**config.mk**
```make
export PLATFORM = sky130hd
export DESIGN_NAME = ide_dma_seq
export DESIGN_NICKNAME = d
export VERILOG_FILES = /design/src/rtl/ide_dma_pkg.sv /design/src/rtl/ide_dma_size.sv /design/src/rtl/ide_dma_offset.sv /design/src/rtl/ide_dma_ctrl.sv /design/src/rtl/ide_dma_seq.sv
export SDC_FILE = /design/constraint.sdc
export NUM_CORES = 1
export LEC_CHECK = 0
export BUFFER_PORTS_ARGS = -buffer_cell sky130_fd_sc_hd__buf_2
export CAP_MARGIN = 20
export CORE_MARGIN = 3
export CORE_UTILIZATION = 50
export DETAILED_ROUTE_END_ITERATION = 7
export PLACE_DENSITY = 0.77
export SETUP_SLACK_MARGIN = 0.3
export SYNTH_ARGS = -nofsm -noshare
export SYNTH_HDL_FRONTEND = slang
export SYNTH_SLANG_ARGS = --single-unit
export TNS_END_PERCENT = 5
```
**constraint.sdc**
```tcl
create_clock -name clk -period 10.61 [get_ports clk]
set_clock_uncertainty 0.15 [all_clocks]
set_input_delay 1.5915 -clock clk [delete_from_list [all_inputs] [get_ports clk]]
set_output_delay 1.5915 -clock clk [all_outputs]
set_load 0.005 [all_outputs]
```
**src/rtl/ide_dma_pkg.sv**
```systemverilog
package ide_dma_pkg;
  typedef enum logic [1:0] {CMD_RD = 2'd0, CMD_WR = 2'd1, CMD_TRIM = 2'd2, CMD_BAD = 2'd3} drv_cmd_e;
  typedef enum logic [1:0] {OP_RD = 2'd0, OP_WR = 2'd1, OP_TRIM = 2'd2, OP_COPY = 2'd3} med_op_e;
  typedef enum logic [1:0] {ST_WAIT = 2'd0, ST_REQ = 2'd1, ST_HALT = 2'd2} seq_st_e;
  localparam logic [7:0] STAT_DONE = 8'h50;
endpackage

```
**src/rtl/ide_dma_size.sv**
```systemverilog
module ide_dma_size #(
  parameter int NSEC_W = 8,
  parameter int PKT_W  = 16,
  parameter int REM_W  = 19
) (
  input  logic                    is_optical,
  input  logic [NSEC_W-1:0]       sec_count,
  input  logic [PKT_W-1:0]        pkt_bytes,
  output logic signed [REM_W-1:0] total
);
  localparam int DISK_W = NSEC_W + 9;
  logic [DISK_W-1:0] disk_bytes;

  always_comb begin
    disk_bytes = {sec_count, 9'b0};
    if (is_optical) total = signed'(REM_W'(pkt_bytes));
    else            total = signed'(REM_W'(disk_bytes));
  end
endmodule

```
**src/rtl/ide_dma_offset.sv**
```systemverilog
module ide_dma_offset #(
  parameter int LBA_W = 24,
  parameter int IDX_W = 19,
  parameter int OFF_W = 36
) (
  input  logic             is_optical,
  input  logic [LBA_W-1:0] blk,
  input  logic [IDX_W-1:0] idx,
  output logic [OFF_W-1:0] off
);
  logic [OFF_W-1:0] base;

  always_comb begin
    if (is_optical) base = OFF_W'({blk, 11'b0});
    else            base = OFF_W'({blk, 9'b0});
    off = base + OFF_W'(idx);
  end
endmodule

```
**src/rtl/ide_dma_ctrl.sv**
```systemverilog
module ide_dma_ctrl
  import ide_dma_pkg::*;
#(
  parameter int ADDR_W = 32,
  parameter int LEN_W  = 16,
  parameter int LBA_W  = 24,
  parameter int REM_W  = 19,
  parameter int IDX_W  = 19,
  parameter int OFF_W  = 36
) (
  input  logic                    clk,
  input  logic                    rst,
  input  logic                    start,
  input  logic                    is_optical,
  input  logic [1:0]              cmd,
  input  logic [LBA_W-1:0]        start_sector,
  input  logic [LBA_W-1:0]        pkt_lba,
  input  logic signed [REM_W-1:0] total,
  input  logic                    desc_valid,
  input  logic [ADDR_W-1:0]       desc_addr,
  input  logic [LEN_W-1:0]        desc_len,
  input  logic [OFF_W-1:0]        cur_off,
  output logic                    optical_q,
  output logic [LBA_W-1:0]        blk_q,
  output logic [IDX_W-1:0]        idx,
  output logic                    kick,
  output logic                    desc_done,
  output logic                    desc_park,
  output logic                    med_req,
  output logic [1:0]              med_op,
  output logic [OFF_W-1:0]        med_offset,
  output logic [ADDR_W-1:0]       med_addr,
  output logic [LEN_W-1:0]        med_len,
  input  logic                    med_ack,
  input  logic                    med_err,
  output logic                    busy,
  output logic [7:0]              drv_status,
  output logic                    irq,
  output logic                    pkt_ok,
  output logic                    dma_err,
  output logic                    pkt_err,
  output logic                    fatal
);
  seq_st_e                 st;
  drv_cmd_e                cmd_q;
  logic                    active;
  logic                    nolba_q;
  logic                    copy_q;
  logic signed [REM_W-1:0] rem;
  logic signed [REM_W-1:0] len_ext;
  logic                    rem_le0;
  logic [LEN_W-1:0]        copy_len;
  med_op_e                 blk_op;

  always_comb begin
    len_ext  = signed'(REM_W'(desc_len));
    rem_le0  = rem[REM_W-1] || (rem == '0);
    copy_len = (rem < len_ext) ? rem[LEN_W-1:0] : desc_len;
    blk_op   = optical_q ? OP_RD : med_op_e'(cmd_q);
  end

  always_ff @(posedge clk) begin
    if (rst) begin
      st         <= ST_WAIT;
      cmd_q      <= CMD_RD;
      active     <= 1'b0;
      nolba_q    <= 1'b0;
      copy_q     <= 1'b0;
      optical_q  <= 1'b0;
      blk_q      <= '0;
      rem        <= '0;
      idx        <= '0;
      kick       <= 1'b0;
      desc_done  <= 1'b0;
      desc_park  <= 1'b0;
      med_req    <= 1'b0;
      med_op     <= 2'd0;
      med_offset <= '0;
      med_addr   <= '0;
      med_len    <= '0;
      busy       <= 1'b0;
      drv_status <= 8'h00;
      irq        <= 1'b0;
      pkt_ok     <= 1'b0;
      dma_err    <= 1'b0;
      pkt_err    <= 1'b0;
      fatal      <= 1'b0;
    end else begin
      kick      <= 1'b0;
      desc_done <= 1'b0;
      desc_park <= 1'b0;
      irq       <= 1'b0;
      pkt_ok    <= 1'b0;
      dma_err   <= 1'b0;
      pkt_err   <= 1'b0;
      unique case (st)
        ST_WAIT: begin
          if (start) begin
            if (desc_valid) desc_park <= 1'b1;
            idx       <= '0;
            rem       <= total;
            active    <= 1'b1;
            busy      <= 1'b1;
            kick      <= 1'b1;
            optical_q <= is_optical;
            cmd_q     <= drv_cmd_e'(cmd);
            blk_q     <= is_optical ? pkt_lba : start_sector;
            nolba_q   <= &pkt_lba;
          end else if (desc_valid) begin
            if (!active) begin
              desc_park <= 1'b1;
            end else if (rem_le0) begin
              desc_done <= 1'b1;
              busy      <= 1'b0;
              active    <= 1'b0;
              if (optical_q) pkt_ok <= 1'b1;
              else begin
                irq        <= 1'b1;
                drv_status <= STAT_DONE;
              end
            end else if (desc_len == '0) begin
              desc_done <= 1'b1;
              busy      <= 1'b0;
            end else if (!optical_q && cmd_q == CMD_BAD) begin
              st    <= ST_HALT;
              fatal <= 1'b1;
            end else begin
              med_req    <= 1'b1;
              med_offset <= cur_off;
              med_addr   <= desc_addr;
              st         <= ST_REQ;
              if (optical_q && nolba_q) begin
                med_op  <= OP_COPY;
                med_len <= copy_len;
                copy_q  <= 1'b1;
              end else begin
                med_op  <= blk_op;
                med_len <= desc_len;
                rem     <= rem - len_ext;
                idx     <= idx + IDX_W'(desc_len);
                copy_q  <= 1'b0;
              end
            end
          end
        end
        ST_REQ: begin
          if (med_ack) begin
            med_req   <= 1'b0;
            st        <= ST_WAIT;
            desc_done <= 1'b1;
            busy      <= 1'b0;
            if (med_err) begin
              active <= 1'b0;
              if (optical_q) pkt_err <= 1'b1;
              else           dma_err <= 1'b1;
            end else if (copy_q) begin
              active <= 1'b0;
              pkt_ok <= 1'b1;
            end else if (rem_le0) begin
              active <= 1'b0;
              if (optical_q) pkt_ok <= 1'b1;
              else begin
                irq        <= 1'b1;
                drv_status <= STAT_DONE;
              end
            end
          end
        end
        default: begin
          fatal <= 1'b1;
        end
      endcase
    end
  end
endmodule

```
**src/rtl/ide_dma_seq.sv**
```systemverilog
module ide_dma_seq #(
  parameter int ADDR_W = 32,
  parameter int LEN_W  = 16,
  parameter int LBA_W  = 24,
  parameter int NSEC_W = 8,
  parameter int PKT_W  = 16
) (
  input  logic                  clk,
  input  logic                  rst,
  input  logic                  start,
  input  logic                  is_optical,
  input  logic [1:0]            cmd,
  input  logic [NSEC_W-1:0]     sec_count,
  input  logic [PKT_W-1:0]      pkt_bytes,
  input  logic [LBA_W-1:0]      start_sector,
  input  logic [LBA_W-1:0]      pkt_lba,
  input  logic                  desc_valid,
  input  logic [ADDR_W-1:0]     desc_addr,
  input  logic [LEN_W-1:0]      desc_len,
  output logic                  kick,
  output logic                  desc_done,
  output logic                  desc_park,
  output logic                  med_req,
  output logic [1:0]            med_op,
  output logic [LBA_W+12-1:0]   med_offset,
  output logic [ADDR_W-1:0]     med_addr,
  output logic [LEN_W-1:0]      med_len,
  input  logic                  med_ack,
  input  logic                  med_err,
  output logic                  busy,
  output logic [7:0]            drv_status,
  output logic                  irq,
  output logic                  pkt_ok,
  output logic                  dma_err,
  output logic                  pkt_err,
  output logic                  fatal
);
  localparam int SZ_DISK = NSEC_W + 9;
  localparam int SZ_OTH  = (PKT_W > LEN_W) ? PKT_W : LEN_W;
  localparam int REM_W   = ((SZ_DISK > SZ_OTH) ? SZ_DISK : SZ_OTH) + 2;
  localparam int IDX_W   = REM_W;
  localparam int OFF_W   = LBA_W + 12;

  logic signed [REM_W-1:0] total;
  logic [OFF_W-1:0]        cur_off;
  logic                    optical_q;
  logic [LBA_W-1:0]        blk_q;
  logic [IDX_W-1:0]        idx;

  ide_dma_size #(.NSEC_W(NSEC_W), .PKT_W(PKT_W), .REM_W(REM_W)) u_size (
    .is_optical(is_optical), .sec_count(sec_count), .pkt_bytes(pkt_bytes), .total(total)
  );

  ide_dma_offset #(.LBA_W(LBA_W), .IDX_W(IDX_W), .OFF_W(OFF_W)) u_off (
    .is_optical(optical_q), .blk(blk_q), .idx(idx), .off(cur_off)
  );

  ide_dma_ctrl #(
    .ADDR_W(ADDR_W), .LEN_W(LEN_W), .LBA_W(LBA_W),
    .REM_W(REM_W), .IDX_W(IDX_W), .OFF_W(OFF_W)
  ) u_ctrl (
    .clk(clk), .rst(rst), .start(start), .is_optical(is_optical), .cmd(cmd),
    .start_sector(start_sector), .pkt_lba(pkt_lba), .total(total),
    .desc_valid(desc_valid), .desc_addr(desc_addr), .desc_len(desc_len),
    .cur_off(cur_off), .optical_q(optical_q), .blk_q(blk_q), .idx(idx),
    .kick(kick), .desc_done(desc_done), .desc_park(desc_park),
    .med_req(med_req), .med_op(med_op), .med_offset(med_offset),
    .med_addr(med_addr), .med_len(med_len), .med_ack(med_ack), .med_err(med_err),
    .busy(busy), .drv_status(drv_status), .irq(irq), .pkt_ok(pkt_ok),
    .dma_err(dma_err), .pkt_err(pkt_err), .fatal(fatal)
  );
endmodule

```
==> out/metrics.yaml <==
floorplan:
  rows: 49
  dieWidth_um: 143
  initial_core_util_pct: 51.5
  die_area_um2: 20400
  core_um2: 18100
  die_h_um: 143
  boundaryPins: 233
logic_synthesis:
  ys_ff_latch: 167
  yosysMostFrequentCell: "dfxtp_1"
  synth_top_cells_by_count: "dfxtp_1, nand2_1, nor2_1"
  synth_warnings: 0
  yosysTopAreaCellShare_pct: 35.8
  syn-instance-count: 1155
  synth_edf_count: 0
  async_reset_ff_share_pct: 0
  synthDistinctLibCells: 82
  synth_seq_area_share_pct: 35.8
  synth_flop_cell: "dfxtp_1"
  netlist_top_cells_area: "dfxtp_1, a21oi_1, nand2_1"
  yosys.area.top_type: "dfxtp_1"
  avgSynthCellArea_um2: 8.10
  syn-cell-area_um2: 9350
power_and_ir_drop:
  p_leak_uw: 0.00487
  powerDensity_nw_per_um2: 143
  ir_worst_vdd_mv: 0.126
sta:
  worst_slew_pin_slew_ps: 991
  relSlewSlack_pct: 33.9
  slew_viol_final: 0
  rsz0062_at_grt: "no"
  hold_violations: 0
  finalCritPeriodShare_pct: 37.9
  final.setup.tns_ps: 0
  fin_crit_ps: 4020
  max_freq_mhz: 249
  setup_violations: 0
routing:
  routed-via-count: 9138
  drtIter0Drc: 568
  routed_wl_um: 26500
  wl_met3_um: 1830
  drtAntennaViolNets: 0
  routed.top_layer: "met4"
  drc: 0
  wl_met1_um: 11900
  dr.pass1.iters: 7
  routedWlPerCell_um: 16.7
  wl_met2_um: 12300
  avgViaCountPerCell: 5.78
clocking:
  postCtsHoldBufs: 0
  cts-root-buf: "clkbuf_16"
  clock_sinks: 167
  cts_tree: "built"
  ctsResizeCount: 0
  htree_levels: 4
  path_clk_slew_ps: 70
  post-cts-setup-buffers: 0
  numCtsBuffers: 17
  worstSkewPairLatency_ps: 440
  cts_max_path_buffers: 2
hold_path:
  min_from: "u_ctrl.med_offset[32]"
  min_path_cells: 2
  min_path_type: "reg2reg"
  worstHoldEndpoint: "u_ctrl.med_offset[32]"
final_layout:
  area_growth_pct: 19.0
  drive_gt1_share_pct: 23.2
  nNetsFinal: 1513
  diodes: 0
  fin_util_pct: 61.3
global_route:
  first_global_vias: 8504
  grt_max_degree: 76
  grt_usage_pct: 25.4
  antenna_found_initial: 0
  grt.overflow.total: 0
  grt_pass1_wl_um: 42200
setup_path:
  cp.arrival_ps: 4230
  path_cells: "inv_1 > nand2_1 > inv_1 > ha_1 > a211oi_1 > o21ai_0 > a41o_1 > a21boi_1 > nor4_1 > or3_1 > a21oi_1"
  critPathTopFamily: "compound AO/OA/AOI/OAI gates"
  cp.required_ps: 10820
  worst-r2r-cell-count: 11
  cp_slowest_cell: "dfxtp_2"
  endpoint_kind: "register"
  crit_path_frequent_cell: "inv_1"
  r2r-end: "u_ctrl.med_offset[32]"
  crit_fanout: 48
  slowest_delay_ps: 980
  r2r_start: "u_ctrl.optical_q"
  start_kind: "register"
  critPathKind: "reg2reg"
  crit_buf_inv: 2
  r2r_slack_ps: 6590
placement:
  hpwl_um: 19300
  place_congestion: 0.949
  port_buffers: 226
run_status:
  outcome: "finished clean"
job:
  cap_violations: 0
where the power goes:
part | internal (µW) | switching, µW
registers | 656 | 32.8
logic | 114 | 156
clock network | 362 | 270
cell families (layout without fill, tap and decap cells):
group / count (synthesis) / after routing / share of synthesized area (%)
mux: 53 / 53 / 5.83
xor+xnor: 31 / 31 / 2.90
fa+ha+maj: 45 / 45 / 6.26
simple gates: 416 / 416 / 20.3
other cells: 1 / 6 / 0.0401
buf+inv: 113 / 305 / 5.08
flops: 167 / 167 / 35.8
compound gates: 329 / 329 / 23.8
sequential cells by signal, indices dropped and copies added (netlist names), 2 cells and up:
signal	flops
u_ctrl.med_offset	36
u_ctrl.idx	19
u_ctrl.cmd_q	2
u_ctrl.rem	19
u_ctrl.st	2
u_ctrl.med_op	2
u_ctrl.blk_q	24
u_ctrl.med_len	16
u_ctrl.med_addr	32
cell usage in the layout, fill, tap and decap left out, drive strengths merged, types with 5 or more instances in the layout:
cell type  Yosys  routed
o21a           7       7
a211oi        35      35
nand2        155     155
o221a         16      16
xor2          11      11
clkbuf        48      19
mux2          12      12
nand3         18      18
a222oi         6       6
nand2b        13      13
mux2i         41      41
xnor2         20      20
o211ai         9       9
a22oi         15      15
conb           1       6
dfxtp        167     167
inv           40      44
o21ai         47      47
a31oi         16      16
nor2b          9       9
or3            7       7
buf           25     233
a21oi        123     123
nor3          19      19
a21o           9       9
nand4         11      11
and3          13      13
nand3b         7       7
a21boi         5       5
nor2         129     129
ha            42      42
nor4          12      12
how the worst max path moves through the flow:
stage | end | slack [ps] | startpoint | depth (start not counted)
after floorplan | u_ctrl.med_len[10] | 6730 | desc_len[4] | 9
after global placement | u_ctrl.med_offset[30] | 6020 | desc_len[13] | 9
after detailed placement | u_ctrl.med_offset[28] | 5940 | desc_len[13] | 8
after CTS | u_ctrl.med_offset[28] | 6380 | desc_len[13] | 8
after global routing | u_ctrl.med_offset[32] | 6280 | u_ctrl.optical_q | 11
final | u_ctrl.med_offset[32] | 6590 | u_ctrl.optical_q | 11
metrics by stage:
stage	area, µm²	instances	hold WS, ps	power, µW	worst slack, ps
finish	11100	1581	297	1590	6590
global route	11100	1581	313	1660	6280
CTS	11100	1580	301	1590	6380
floorplan	9370	1160	295	877	6730
detailed placement	10500	1548	291	967	5940
global placement	10500	1548	288	964	6020
per-layer routing:
layer / up-vias / track usage (%)
met5: - / 0
met4: 0 / 6.90
li1: 4532 / -
met2: 341 / 41.5
met3: 39 / 5.12
met1: 4226 / 34.2
worst reg2reg max path, cell delays in order (launching register included):
cell	delay [ps]
dfxtp_2	980
inv_1	370
nand2_1	240
inv_1	70
ha_1	290
a211oi_1	230
o21ai_0	200
a41o_1	320
a21boi_1	510
nor4_1	100
or3_1	360
a21oi_1	140
cell type report:
class                      count  area (µm²)
tap                          229         287
timing repair buffer         233        1190
clock inverter                13         144
sequential                   167        3340
multi-input combinational    880        5560
clock buffer                  19         453
inverter                      40         150
fill                        1657        7020
Note: power is estimated with default switching activity, not from simulation.
